--- src/rtl/mon_tx_pkg.sv ---
package mon_tx_pkg;
    localparam int BYTE_W = 8;
    localparam logic [BYTE_W-1:0] IDLE_BYTE = 8'hFF;

    typedef enum logic [1:0] {
        ST_IDLE  = 2'd0,
        ST_ARM   = 2'd1,
        ST_SEND  = 2'd2,
        ST_CHECK = 2'd3
    } tx_state_e;
endpackage

--- src/rtl/mon_tx_line_watch.sv ---
module mon_tx_line_watch #(
    parameter int FREE_FRAMES = 2
) (
    input  logic clk,
    input  logic rst_n,
    input  logic frame_stb,
    input  logic a_n,
    output logic line_free
);
    localparam int CW = $clog2(FREE_FRAMES + 1);

    logic [CW-1:0] run_d, run_q;

    always_comb begin
        run_d = run_q;
        if (frame_stb) begin
            if (!a_n)
                run_d = '0;
            else if (run_q != CW'(FREE_FRAMES))
                run_d = run_q + 1'b1;
        end
    end

    always_ff @(posedge clk) begin
        if (!rst_n) run_q <= '0;
        else        run_q <= run_d;
    end

    // counts the frame now ending when the line is idle in it
    assign line_free = a_n && (run_q >= CW'(FREE_FRAMES - 1));
endmodule

--- src/rtl/mon_tx_msg_store.sv ---
module mon_tx_msg_store
    import mon_tx_pkg::*;
#(
    parameter int MAX_BYTES = 8,
    parameter int LEN_W     = $clog2(MAX_BYTES + 1)
) (
    input  logic                        clk,
    input  logic                        rst_n,
    input  logic                        load,
    input  logic [MAX_BYTES*BYTE_W-1:0] msg_data,
    input  logic [LEN_W-1:0]            msg_len,
    input  logic [LEN_W-1:0]            rd_idx,
    output logic [BYTE_W-1:0]           rd_byte,
    output logic [LEN_W-1:0]            len_q
);
    logic [BYTE_W-1:0] bank_q [MAX_BYTES];
    logic [LEN_W-1:0]  len_d;

    for (genvar g = 0; g < MAX_BYTES; g++) begin : g_bank
        logic [BYTE_W-1:0] slot_d;
        always_comb slot_d = load ? msg_data[g*BYTE_W +: BYTE_W] : bank_q[g];
        always_ff @(posedge clk) begin
            if (!rst_n) bank_q[g] <= '0;
            else        bank_q[g] <= slot_d;
        end
    end

    always_comb len_d = load ? msg_len : len_q;

    always_ff @(posedge clk) begin
        if (!rst_n) len_q <= '0;
        else        len_q <= len_d;
    end

    always_comb begin
        rd_byte = IDLE_BYTE;
        for (int i = 0; i < MAX_BYTES; i++)
            if (rd_idx == LEN_W'(i)) rd_byte = bank_q[i];
    end
endmodule

--- src/rtl/mon_msg_tx.sv ---
module mon_msg_tx
    import mon_tx_pkg::*;
#(
    parameter int MAX_BYTES      = 8,
    parameter int TIMEOUT_FRAMES = 16,
    parameter int FREE_FRAMES    = 2,
    parameter int LEN_W          = $clog2(MAX_BYTES + 1)
) (
    input  logic                        clk,
    input  logic                        rst_n,
    input  logic                        frame_stb,
    input  logic                        a_n,
    input  logic                        send_req,
    input  logic [LEN_W-1:0]            msg_len,
    input  logic [MAX_BYTES*BYTE_W-1:0] msg_data,
    output logic                        e_n,
    output logic [BYTE_W-1:0]           slot_byte,
    output logic                        busy,
    output logic                        done,
    output logic                        aborted
);
    localparam int REP_W = $clog2(TIMEOUT_FRAMES + 1);

    typedef struct packed {
        tx_state_e        state;
        logic [LEN_W-1:0] idx;
        logic [REP_W-1:0] rep;
        logic             done;
        logic             aborted;
    } tx_reg_t;

    tx_reg_t          r_d, r_q;
    logic             accept;
    logic             line_free;
    logic             preack;
    logic             at_end;
    logic [REP_W-1:0] rep_next;
    logic [BYTE_W-1:0] cur_byte;
    logic [LEN_W-1:0] len_q;

    mon_tx_line_watch #(.FREE_FRAMES(FREE_FRAMES)) u_watch (
        .clk       (clk),
        .rst_n     (rst_n),
        .frame_stb (frame_stb),
        .a_n       (a_n),
        .line_free (line_free)
    );

    mon_tx_msg_store #(.MAX_BYTES(MAX_BYTES), .LEN_W(LEN_W)) u_store (
        .clk      (clk),
        .rst_n    (rst_n),
        .load     (accept),
        .msg_data (msg_data),
        .msg_len  (msg_len),
        .rd_idx   (r_q.idx),
        .rd_byte  (cur_byte),
        .len_q    (len_q)
    );

    always_comb begin
        accept   = send_req && (r_q.state == ST_IDLE) &&
                   (msg_len != '0) && (msg_len <= LEN_W'(MAX_BYTES));
        // byte 0 is pre-acknowledged by A going active, later bytes by A dropping
        preack   = (r_q.idx == '0) ? !a_n : a_n;
        at_end   = (r_q.idx == len_q);
        rep_next = r_q.rep + 1'b1;

        r_d         = r_q;
        r_d.done    = 1'b0;
        r_d.aborted = 1'b0;

        unique case (r_q.state)
            ST_IDLE: begin
                if (accept) r_d.state = ST_ARM;
            end
            ST_ARM: begin
                if (frame_stb && line_free) begin
                    r_d.state = ST_SEND;
                    r_d.idx   = '0;
                    r_d.rep   = '0;
                end
            end
            ST_SEND: begin
                if (frame_stb) begin
                    if (preack && rep_next >= REP_W'(2)) begin
                        r_d.state = ST_CHECK;
                        r_d.idx   = r_q.idx + 1'b1;
                    end else if (rep_next >= REP_W'(TIMEOUT_FRAMES)) begin
                        r_d.state   = ST_ARM;
                        r_d.aborted = 1'b1;
                    end else begin
                        r_d.rep = rep_next;
                    end
                end
            end
            ST_CHECK: begin
                if (frame_stb) begin
                    if (a_n) begin
                        r_d.state   = ST_ARM;
                        r_d.aborted = 1'b1;
                    end else if (at_end) begin
                        r_d.state = ST_IDLE;
                        r_d.done  = 1'b1;
                    end else begin
                        r_d.state = ST_SEND;
                        r_d.rep   = REP_W'(1);
                    end
                end
            end
            default: r_d.state = ST_IDLE;
        endcase
    end

    always_ff @(posedge clk) begin
        if (!rst_n) begin
            r_q.state   <= ST_IDLE;
            r_q.idx     <= '0;
            r_q.rep     <= '0;
            r_q.done    <= 1'b0;
            r_q.aborted <= 1'b0;
        end else begin
            r_q <= r_d;
        end
    end

    assign e_n       = (r_q.state != ST_SEND);
    assign slot_byte = ((r_q.state == ST_SEND) || (r_q.state == ST_CHECK && !at_end))
                       ? cur_byte : IDLE_BYTE;
    assign busy      = (r_q.state != ST_IDLE);
    assign done      = r_q.done;
    assign aborted   = r_q.aborted;
endmodule

--- config.mk ---
export PLATFORM = sky130hd
export DESIGN_NAME = mon_msg_tx
export DESIGN_NICKNAME = d
export VERILOG_FILES = /design/src/rtl/mon_tx_pkg.sv /design/src/rtl/mon_tx_line_watch.sv /design/src/rtl/mon_tx_msg_store.sv /design/src/rtl/mon_msg_tx.sv
export SDC_FILE = /design/constraint.sdc
export NUM_CORES = 1
export LEC_CHECK = 0
export CORE_ASPECT_RATIO = 1.1
export CORE_UTILIZATION = 50
export DETAILED_ROUTE_END_ITERATION = 8
export PLACE_DENSITY = 0.76
export SLEW_MARGIN = 40
export SYNTH_ARGS = -nofsm -noshare
export SYNTH_HDL_FRONTEND = slang
export SYNTH_SLANG_ARGS = --single-unit
--- constraint.sdc ---
create_clock -name clk -period 6.7 [get_ports clk]
set_input_delay 1.34 -clock clk [delete_from_list [all_inputs] [get_ports clk]]
set_output_delay 1.34 -clock clk [all_outputs]
set_load 0.01 [all_outputs]
==> flow_metrics.py <==
metrics = {
    "power": {
        "ir_drop_uv": 117.2,
        "p_leak_nw": 1.801,
        "power_density_mw_per_mm2": 193.8,
    },
    "critical_path": {
        "crit_path_max_incr_delay_ns": 0.52,
        "start_kind": "flop",
        "path_cells": "inv_1 > ha_1 > a2111oi_0 > o31ai_1 > a31oi_1 > nor3_1 > a211o_1 > clkdlybuf4s50_1",
        "crit_type": "flop to output port",
        "arrival_ns": 3.17,
        "cp_top_family": "compound AO/OA/AOI/OAI gates",
        "cp_max_fo": 25,
        "cp_data_required_time_ns": 5.36,
        "worst-path-buf-inv": 2,
        "endpoint_kind": "output port",
        "slowest_stage": "a2111oi_0",
    },
    "clocking": {
        "clockRootBuffer": "clkbuf_8",
        "tritoncts": "done",
        "path_clk_slew_ns": 0.08,
        "cts_sinks": 83,
        "clockBufferDepth": 2,
        "hold_buffers": 0,
        "cts.htree.levels": 3,
        "clock_latency_ns": 0.36,
        "cts_resized": 0,
        "post_cts_buffers": 0,
        "cts_buffers": 9,
    },
    "synthesis": {
        "yosysSeqAreaShare_pct": 39.61,
        "synth_area_per_cell_um2": 7.465,
        "yosysTopAreaCellShare_pct": 39.61,
        "synth_top_area_cell": "dfxtp_1",
        "synthCells": 562,
        "synth_compound_area_share_pct": 21.74,
        "syn_nets": 643,
        "synth_xor_area_share_pct": 1.670,
        "synthSimpleGateAreaFrac_pct": 28.27,
        "synthMuxAreaShare_pct": 0,
        "synth-edff-count": 0,
        "synth_area_mm2": 0.004195,
        "synth_top_family_by_area": "simple AND/OR/NAND/NOR gates",
        "synthDistinctLibCells": 54,
        "synthArstFlopShare_pct": 0,
        "synth_ff_type": "dfxtp_1",
        "synth.top_cells.by_area": "dfxtp_1 40%, nand2_1 14%, a21oi_1 9.8%",
        "synth_fa_ha_area_share_pct": 2.386,
        "yosys_warnings": 0,
        "ys_ff_latch": 83,
    },
    "placement": {
        "place_congestion": 0.8742,
        "port_buffers": 84,
        "dp_slack_ns": 2.598,
        "dpl_cell_area_mm2": 0.004982,
        "dp_hpwl_mm": 7.094,
    },
    "status": {
        "outcome": "complete, no violations",
    },
    "job": {
        "drv_cap": 0,
    },
    "global_route": {
        "antenna_found_initial": 0,
        "grt_overflow": 0,
        "grt_max_degree": 75,
        "grt_util_all_layers_pct": 24.29,
        "grt_pass1_wl_mm": 16.90,
        "first_global_vias": 3672,
    },
    "detailed_routing": {
        "drtIter0Drc": 264,
        "wl_mm": 10.26,
        "drtPass1Iterations": 5,
        "ant_nets": 0,
        "drc": 0,
        "via_per_inst": 5.563,
        "wl_per_cell_um": 14.10,
        "vias": 4050,
    },
    "cells_and_area": {
        "antenna_cells": 0,
        "layout_commonest_cell": "nand2_1",
        "final_cell_mix": "152 x nand2_1, 84 x clkdlybuf4s50_1, 83 x dfxtp_1",
        "fin_area_mm2": 0.005174,
        "area_growth_pct": 23.32,
        "drive_gt1_share_pct": 5.000,
        "fin_nets": 696,
    },
    "floorplanning": {
        "core_area_mm2": 0.008040,
        "die-area_mm2": 0.008761,
        "die_y_um": 98.07,
        "num_rows": 34,
        "initial_core_util_pct": 52.18,
        "ios": 85,
        "die_x_um": 89.34,
    },
    "sta": {
        "slew_viol_final": 0,
        "skew_ns": 0.01546,
        "period_share_pct": 67.28,
        "setup_tns_ns": 0,
        "worstMarginPinSlew_ns": 0.7964,
        "post-route-min-period_ns": 4.508,
        "max_freq_mhz": 221.8,
        "setup_ws_ns": 2.192,
        "finalSetupViolations": 0,
        "hold_viol_final": 0,
        "relSlewSlack_pct": 46.79,
        "rsz0062_at_grt": "false",
    },
    "worst_hold_path": {
        "worstHoldPathType": "flop to flop",
    },
}
-- cells by family after synthesis --
family | count (synthesis)
AOI/OAI and AO/OA | 150
adders and majority gates | 8
buffers and inverters | 56
xor gates and xnor gates | 8
and+or+nand+nor | 257
DFF | 83
-- state kept, by name (all words and copies together), names as in the netlist --
| name | count |
|---|---|
| u_store.bank_q | 64 |
| r_q | 11 |
| u_store.len_q | 4 |
| u_watch.run_q | 2 |
| aborted | 1 |
| done | 1 |
-- area by class of cell --
type / count / area [um2]
clock buffer: 11 / 151.4
clock inverter: 5 / 37.54
fill: 702 / 2867
inverter: 11 / 41.29
multi-input combinational: 423 / 2283
sequential: 83 / 1662
tap: 108 / 135.1
timing repair buffer: 87 / 863.3
-- final timing paths --
path                                 startpoint                                  to  slack (ns)  depth (start not counted)
min reg2reg  u_store.bank_q[0][31]$_SDFFE_PN0P_  u_store.bank_q[0][31]$_SDFFE_PN0P_        0.45                          2
max reg2reg                 r_q[7]$_SDFFE_PN0P_                 r_q[3]$_SDFFE_PN0P_        4.10                          7
max                         r_q[7]$_SDFFE_PN0P_                        slot_byte[6]        2.19                          8
min          u_store.bank_q[0][31]$_SDFFE_PN0P_  u_store.bank_q[0][31]$_SDFFE_PN0P_        0.45                          2
-- stage by stage --
stage | std cells | hold WS, ns | power [mW] | util (%)
after floorplan | 562 | 0.4312 | 0.6128 | -
after global placement | 712 | 0.4448 | 0.6745 | 61.97
after detailed placement | 712 | 0.4455 | 0.6776 | 61.97
after CTS | 728 | 0.4570 | 1.010 | 64.32
after global routing | 728 | 0.4818 | 1.048 | 64.35
final | 728 | 0.4550 | 1.002 | 64.35
-- report_power, final --
| part | internal [mW] | leakage [nW] | switching [mW] |
|---|---|---|---|
| registers | 0.517 | 0.676 | 0.0167 |
| logic | 0.0677 | 1.03 | 0.0645 |
| clock network | 0.155 | 0.0915 | 0.181 |
-- metal layers --
| metal | GRT usage [%] | vias up | routed length [um] |
|---|---|---|---|
| li1 | - | 2043 | - |
| met1 | 33.90 | 1853 | 4850 |
| met2 | 37.35 | 133 | 4639 |
| met3 | 3.888 | 21 | 508 |
| met4 | 9.280 | 0 | 264 |
| met5 | 0 | - | 0 |
-- worst reg2reg max path, cell delays in order (launching register included) --
cell      delay (ns)
dfxtp_1         0.46
inv_1           0.10
ha_1            0.37
nor3b_2         0.23
xnor2_1         0.31
a21oi_1         0.20
a221oi_1        0.61
o32ai_1         0.18
-- Yosys cell counts (9+ instances only) --
| library cell | count |
|---|---|
| nor2_1 | 23 |
| clkbuf_1 | 29 |
| nor3b_1 | 9 |
| nor2b_1 | 20 |
| nor3_1 | 12 |
| a21oi_1 | 82 |
| dfxtp_1 | 83 |
| a31oi_1 | 10 |
| inv_1 | 11 |
| o21ai_0 | 13 |
| nand2b_1 | 9 |
| nand2_1 | 152 |
Power figures use the tool's default switching activity.
